==> src/rtl/xram_pkg.sv <==
package xram_pkg;
  localparam int unsigned ADDR_W = 16;
  localparam int unsigned RAM_AW = 11;

  typedef struct packed {
    logic hit;
    logic ext;
    logic wr;
    logic vis;
  } acc_kind_t;
endpackage

==> src/rtl/xram_sfr.sv <==
module xram_sfr #(
  parameter int unsigned PW = 8
) (
  input  logic          clk_i,
  input  logic          rst_ni,
  input  logic [PW-1:0] wdata_i,
  input  logic          page_we_i,
  input  logic          p2_we_i,
  input  logic          ctrl_we_i,
  output logic [PW-1:0] page_o,
  output logic          en_n_o,
  output logic          vis_o
);
  logic [PW-1:0] page_q;
  logic          en_n_q;
  logic          vis_q;

  always_ff @(posedge clk_i or negedge rst_ni) begin
    if (!rst_ni) begin
      page_q <= '0;
    end else if (page_we_i || p2_we_i) begin
      page_q <= wdata_i;
    end
  end

  // enable bit can only fall under software; reset is the only way back up
  always_ff @(posedge clk_i or negedge rst_ni) begin
    if (!rst_ni) begin
      en_n_q <= 1'b1;
      vis_q  <= 1'b0;
    end else if (ctrl_we_i) begin
      en_n_q <= en_n_q & wdata_i[0];
      vis_q  <= wdata_i[1];
    end
  end

  assign page_o = page_q;
  assign en_n_o = en_n_q;
  assign vis_o  = vis_q;
endmodule

==> src/rtl/xram_decode.sv <==
module xram_decode #(
  parameter int unsigned AW     = 16,
  parameter int unsigned RAM_AW = 11
) (
  input  logic              wide_i,
  input  logic [AW-1:0]     ptr_i,
  input  logic [7:0]        ri_i,
  input  logic [AW-9:0]     page_i,
  input  logic [AW-9:0]     p2_i,
  input  logic              en_n_i,
  output logic              hit_o,
  output logic [AW-9:0]     hi_o,
  output logic [RAM_AW-1:0] ram_addr_o
);
  localparam int unsigned PW        = AW - 8;
  localparam int unsigned PAGES     = 1 << PW;
  localparam int unsigned RAM_PAGES = 1 << (RAM_AW - 8);
  localparam logic [PW-1:0] BASE    = PW'(PAGES - RAM_PAGES);

  logic [PW-1:0] hi_sel;
  logic [7:0]    lo_sel;

  always_comb begin
    hi_sel = wide_i ? ptr_i[AW-1:8] : page_i;
    lo_sel = wide_i ? ptr_i[7:0] : ri_i;
    hit_o  = !en_n_i && (hi_sel >= BASE);
    // external 8-bit accesses take the upper byte from port 2, not the page
    if (hit_o || wide_i) hi_o = hi_sel;
    else                 hi_o = p2_i;
    ram_addr_o = {hi_sel[RAM_AW-9:0], lo_sel};
  end
endmodule

==> src/rtl/xram_phase.sv <==
module xram_phase #(
  parameter int unsigned PW     = 8,
  parameter int unsigned RAM_AW = 11
) (
  input  logic              clk_i,
  input  logic              c1_i,
  input  logic              c2_i,
  input  logic              hit_i,
  input  logic              wr_i,
  input  logic              vis_i,
  input  logic [PW-1:0]     hi_i,
  input  logic [RAM_AW-1:0] addr_i,
  output logic              ram_cs_o,
  output logic              ram_we_o,
  output logic [RAM_AW-1:0] ram_addr_o,
  output logic              ext_req_o,
  output logic              bus_vis_o,
  output logic [PW-1:0]     addr_hi_o
);
  import xram_pkg::*;

  acc_kind_t         kind_q;
  logic [PW-1:0]     hi_q;
  logic [RAM_AW-1:0] addr_q;

  // no reset: a decision latched at the end of cycle 1 must survive a cycle-2 reset;
  // during reset the enable is forced off, so nothing can be latched as a hit
  always_ff @(posedge clk_i) begin
    kind_q.hit <= c1_i & hit_i;
    kind_q.ext <= c1_i & ~hit_i;
    kind_q.wr  <= c1_i & wr_i;
    kind_q.vis <= c1_i & vis_i;
    if (c1_i) begin
      hi_q   <= hi_i;
      addr_q <= addr_i;
    end
  end

  logic vis_now;
  assign vis_now    = c2_i & (kind_q.ext | (kind_q.hit & kind_q.vis));
  assign ram_cs_o   = c2_i & kind_q.hit;
  assign ram_we_o   = c2_i & kind_q.hit & kind_q.wr;
  assign ext_req_o  = c2_i & kind_q.ext;
  assign bus_vis_o  = vis_now;
  assign ram_addr_o = addr_q;
  assign addr_hi_o  = vis_now ? hi_q : '0;
endmodule

==> src/rtl/xram_steer.sv <==
module xram_steer #(
  parameter int unsigned AW     = xram_pkg::ADDR_W,
  parameter int unsigned RAM_AW = xram_pkg::RAM_AW
) (
  input  logic              clk_i,
  input  logic              rst_ni,
  input  logic              acc_c1_i,
  input  logic              acc_c2_i,
  input  logic              acc_wide_i,
  input  logic              acc_wr_i,
  input  logic [AW-1:0]     ptr_i,
  input  logic [7:0]        ri_addr_i,
  input  logic [AW-9:0]     p2_i,
  input  logic [AW-9:0]     sfr_wdata_i,
  input  logic              page_we_i,
  input  logic              p2_we_i,
  input  logic              ctrl_we_i,
  output logic [AW-9:0]     page_o,
  output logic [1:0]        ctrl_o,
  output logic              ram_cs_o,
  output logic              ram_we_o,
  output logic [RAM_AW-1:0] ram_addr_o,
  output logic              ext_req_o,
  output logic              bus_vis_o,
  output logic [AW-9:0]     addr_hi_o
);
  localparam int unsigned PW = AW - 8;

  logic [PW-1:0]     page;
  logic              en_n;
  logic              vis;
  logic              hit;
  logic [PW-1:0]     hi;
  logic [RAM_AW-1:0] addr;

  xram_sfr #(.PW(PW)) u_sfr (
    .clk_i     (clk_i),
    .rst_ni    (rst_ni),
    .wdata_i   (sfr_wdata_i),
    .page_we_i (page_we_i),
    .p2_we_i   (p2_we_i),
    .ctrl_we_i (ctrl_we_i),
    .page_o    (page),
    .en_n_o    (en_n),
    .vis_o     (vis)
  );

  xram_decode #(.AW(AW), .RAM_AW(RAM_AW)) u_dec (
    .wide_i     (acc_wide_i),
    .ptr_i      (ptr_i),
    .ri_i       (ri_addr_i),
    .page_i     (page),
    .p2_i       (p2_i),
    .en_n_i     (en_n),
    .hit_o      (hit),
    .hi_o       (hi),
    .ram_addr_o (addr)
  );

  xram_phase #(.PW(PW), .RAM_AW(RAM_AW)) u_ph (
    .clk_i      (clk_i),
    .c1_i       (acc_c1_i),
    .c2_i       (acc_c2_i),
    .hit_i      (hit),
    .wr_i       (acc_wr_i),
    .vis_i      (vis),
    .hi_i       (hi),
    .addr_i     (addr),
    .ram_cs_o   (ram_cs_o),
    .ram_we_o   (ram_we_o),
    .ram_addr_o (ram_addr_o),
    .ext_req_o  (ext_req_o),
    .bus_vis_o  (bus_vis_o),
    .addr_hi_o  (addr_hi_o)
  );

  assign page_o = page;
  assign ctrl_o = {vis, en_n};
endmodule

==> config.mk <==
export PLATFORM = sky130hd
export DESIGN_NAME = xram_steer
export DESIGN_NICKNAME = d
export VERILOG_FILES = /design/src/rtl/xram_pkg.sv /design/src/rtl/xram_sfr.sv /design/src/rtl/xram_decode.sv /design/src/rtl/xram_phase.sv /design/src/rtl/xram_steer.sv
export SDC_FILE = /design/constraint.sdc
export NUM_CORES = 1
export LEC_CHECK = 0
export CORE_MARGIN = 4
export CORE_UTILIZATION = 40
export CTS_CLUSTER_DIAMETER = 30
export CTS_CLUSTER_SIZE = 28
export DETAILED_ROUTE_END_ITERATION = 6
export DONT_BUFFER_PORTS = 1
export PLACE_DENSITY = 0.51
export SLEW_MARGIN = 15
export SYNTH_ARGS = -nofsm -noshare
export SYNTH_HDL_FRONTEND = slang
export SYNTH_SLANG_ARGS = --single-unit
==> constraint.sdc <==
create_clock -name clk_i -period 1.5 [get_ports clk_i]
set_input_delay 0.3 -clock clk_i [delete_from_list [all_inputs] [get_ports clk_i]]
set_output_delay 0.3 -clock clk_i [all_outputs]
set_load 0.05 [all_outputs]
==> run metrics <==
Pre-Repair DR Iteration Count=4; die area=0.004749 sq mm; fillers=about 320; Bufs on Longest Clock Path=2; Worst Setup SP=u_ph.kind_q[3]; share of cells above drive strength 1=43.70%; H-tree levels=2; FMAX=0.6739 GHz; Synth cell types=26; CTS Root Cell=clkbuf_8; Slew headroom=about two thirds; grt total ovfl=0; Diodes inserted=0; Reg clk slew, reported paths=0.06 ns; Leak Pwr=0.7127 nW; Via density=5.177; Boundary Pins=82; initial core utilization=42.78%; Synthesized Nets=165; first-pass GRT wire length=between 4 and 5 mm; run status=complete, no violations; post-synthesis cell area=between 0.001 and 0.0015 sq mm; #FFs+latches synth=33; RSZ-0062 raised after global routing=true; Worst Tran Pin Value=0.4894 ns; reg-to-reg startpoint=u_sfr.en_n_o; drt wl/cell=16.87 um; Die W=~70 um; FP Rows=21; Data required, critical path=approximately 1.2 ns; number of global-route vias before repair=around 940; dpl hpwl=2.362 mm; GR Layer Usage met3=under 10%; Die Height=~70 um; reg2reg end=u_ph.hi_q[5]; busiest grt layer=met2; Global Route met2 Usage=slightly above 20%; # clock sinks=33; Tcrit/Tclk final=98.93%; Port Buf Inserts=0; CORE AREA=0.003468 sq mm; Multi-input gate area=slightly below 600 sq um; initial detailed-routing violation count=13; Reg2Reg Depth=3; Final #Nets=183; maximum number of pins on one net before global-route repair=29; Worst VDD drop=slightly below 0.7 mV; Final Setup Violations=0; ANT nets after route=0; Commonest cells post-synth=19 x edfxtp_1, 19 x mux2_2, 12 x and2_1; Main synth FF type=edfxtp_1; TritonCTS clock tree=yes; Worst setup EP type=output port; critical path type=reg2out; Worst-Skew Late Latency=0.28 ns; vias after detailed routing=approximately 940; Pwr Total=2.124 mW; CP Capture Point=addr_hi_o[7]; routability congestion estimate from global placement=0.7397; CP max FO=5; Syn-to-layout area delta=25.04%; Synth area leaders=edfxtp_1 38%, dfrtp_1 15%, mux2_2 14%; Routed WL=3.053 mm; HP Class=in2reg; flop2flop setup slack=between 0.1 and 0.15 ns; CP Data Arrival Time=~1.2 ns; Worst Skew=0.002416 ns; max cap viols=0; Pwr Density=1144 mW/mm^2; final slew viol count=0; total CTS buffers=5; crit path launch type=register; final core occ=53.50%; initial antenna violation count=0; cell taking the most area after synthesis=edfxtp_1; average size of a mapped cell=12.79 sq um; post-synthesis cell count=between 100 and 150; met1 usage=14.64%; Post-synth EDFFs=19; # DRC=0; proportion of netlist area held by the largest area contributor=38.45%; Tmin final=1.484 ns; Async S/R FF share, synth=30.30%; register area share after synthesis=60.79%; final hold vios=0; Ys Warns=0; GRT Util Overall=between 10% and 20%; register area=904.6 sq um
worst min path at each step:
stage / from / to / slack [ns] / cells after the start
floorplan: rst_ni / u_sfr.page_o[0] / 0.004 / 0
detailed placement: rst_ni / u_sfr.page_o[5] / 0.005 / 0
global route: ctrl_we_i / u_sfr.en_n_o / 0.08 / 1
global placement: rst_ni / u_sfr.page_o[0] / 0.005 / 0
finish: ctrl_we_i / u_sfr.en_n_o / 0.11 / 1
CTS: ctrl_we_i / u_sfr.en_n_o / 0.09 / 1
final cells by class:
cell class	count	share of cell area [%]
Inverter	1	0.2023
Clock inverter	2	0.5394
Timing Repair Buffer	18	12.14
Tap cell	46	3.102
Clock buffer	6	3.911
Sequential cell	33	48.75
Multi-Input combinational cell	75	31.36
cell usage in the layout, fill, tap and decap left out, drive strengths merged:
master / Yosys / routed
a21boi: 2 / 2
a21oi: 9 / 9
a31oi: 3 / 3
and2: 12 / 12
and2b: 1 / 1
and3: 2 / 2
and4: 1 / 1
buf: 6 / 17
clkbuf: 2 / 6
clkinv: 0 / 2
dfrtp: 9 / 9
dfstp: 1 / 1
dfxtp: 4 / 4
dlygate4sd3: 0 / 1
edfxtp: 19 / 19
inv: 1 / 1
mux2: 19 / 19
nand2: 6 / 6
nand2b: 1 / 1
nand4: 2 / 2
nor2: 1 / 1
nor2b: 4 / 5
o21ai: 9 / 9
or3: 2 / 2
metal layers:
metal	vias to the layer above	routed length [um]
met4	0	65
li1	455	-
met1	430	1167
met5	-	0
met3	7	299
met2	45	1521
kinds of logic (layout without fill, tap and decap cells):
kind of cell	count (synthesis)	count (layout)	share of synthesized area, %
AO/OA/AOI/OAI	23	23	8.347
buffers and inverters	9	27	3.541
flip-flops	33	33	60.79
multiplexers	19	19	14.42
AND/OR/NAND/NOR	32	33	12.90
metrics by stage:
stage                     hold WS [ns]  std cells  instance area (sq um)  TNS (ns)  worst slack (ns)
after detailed placement      0.004733        172                   1725         0            0.1676
final                           0.1082        181                   1856         0           0.01611
after global placement        0.004728        172                   1725         0            0.2068
after floorplan               0.004409        116                   1495         0           0.03398
after global routing           0.08469        181                   1856   -0.2809          -0.04801
after CTS                      0.08881        181                   1856         0         0.0005237
flip-flops by register name, summed over array words and instances (netlist names):
name,flops
u_ph.hi_q,8
u_ph.kind_q,4
u_ph.ram_addr_o,11
u_sfr.en_n_o,1
u_sfr.page_o,8
u_sfr.vis_o,1
report_power, final:
group          internal [mW]  total, mW  switching [mW]  leakage, nW
combinational          0.139      0.324           0.186        0.332
sequential              1.04       1.18           0.136        0.336
clock                  0.321      0.620           0.299       0.0450
critical path: stages, from the launching register on:
cell and delay [ns]:
dfxtp_2 0.34, a21oi_4 0.21, nor2b_4 0.08, and2_4 0.15
buf_12 0.14
repair_timing:
item / 4_1_cts / 5_1_grt
gates resized for setup: 15 / 0
endpoints found under the hold margin: 10 / 0
cloned: 1 / 0
buffers inserted: 0 / 0
endpoints found under the setup margin: 8 / 7
pin swaps: 8 / 0
hold buffers: 1 / 0
No activity file was read; power rests on OpenSTA's default activity.
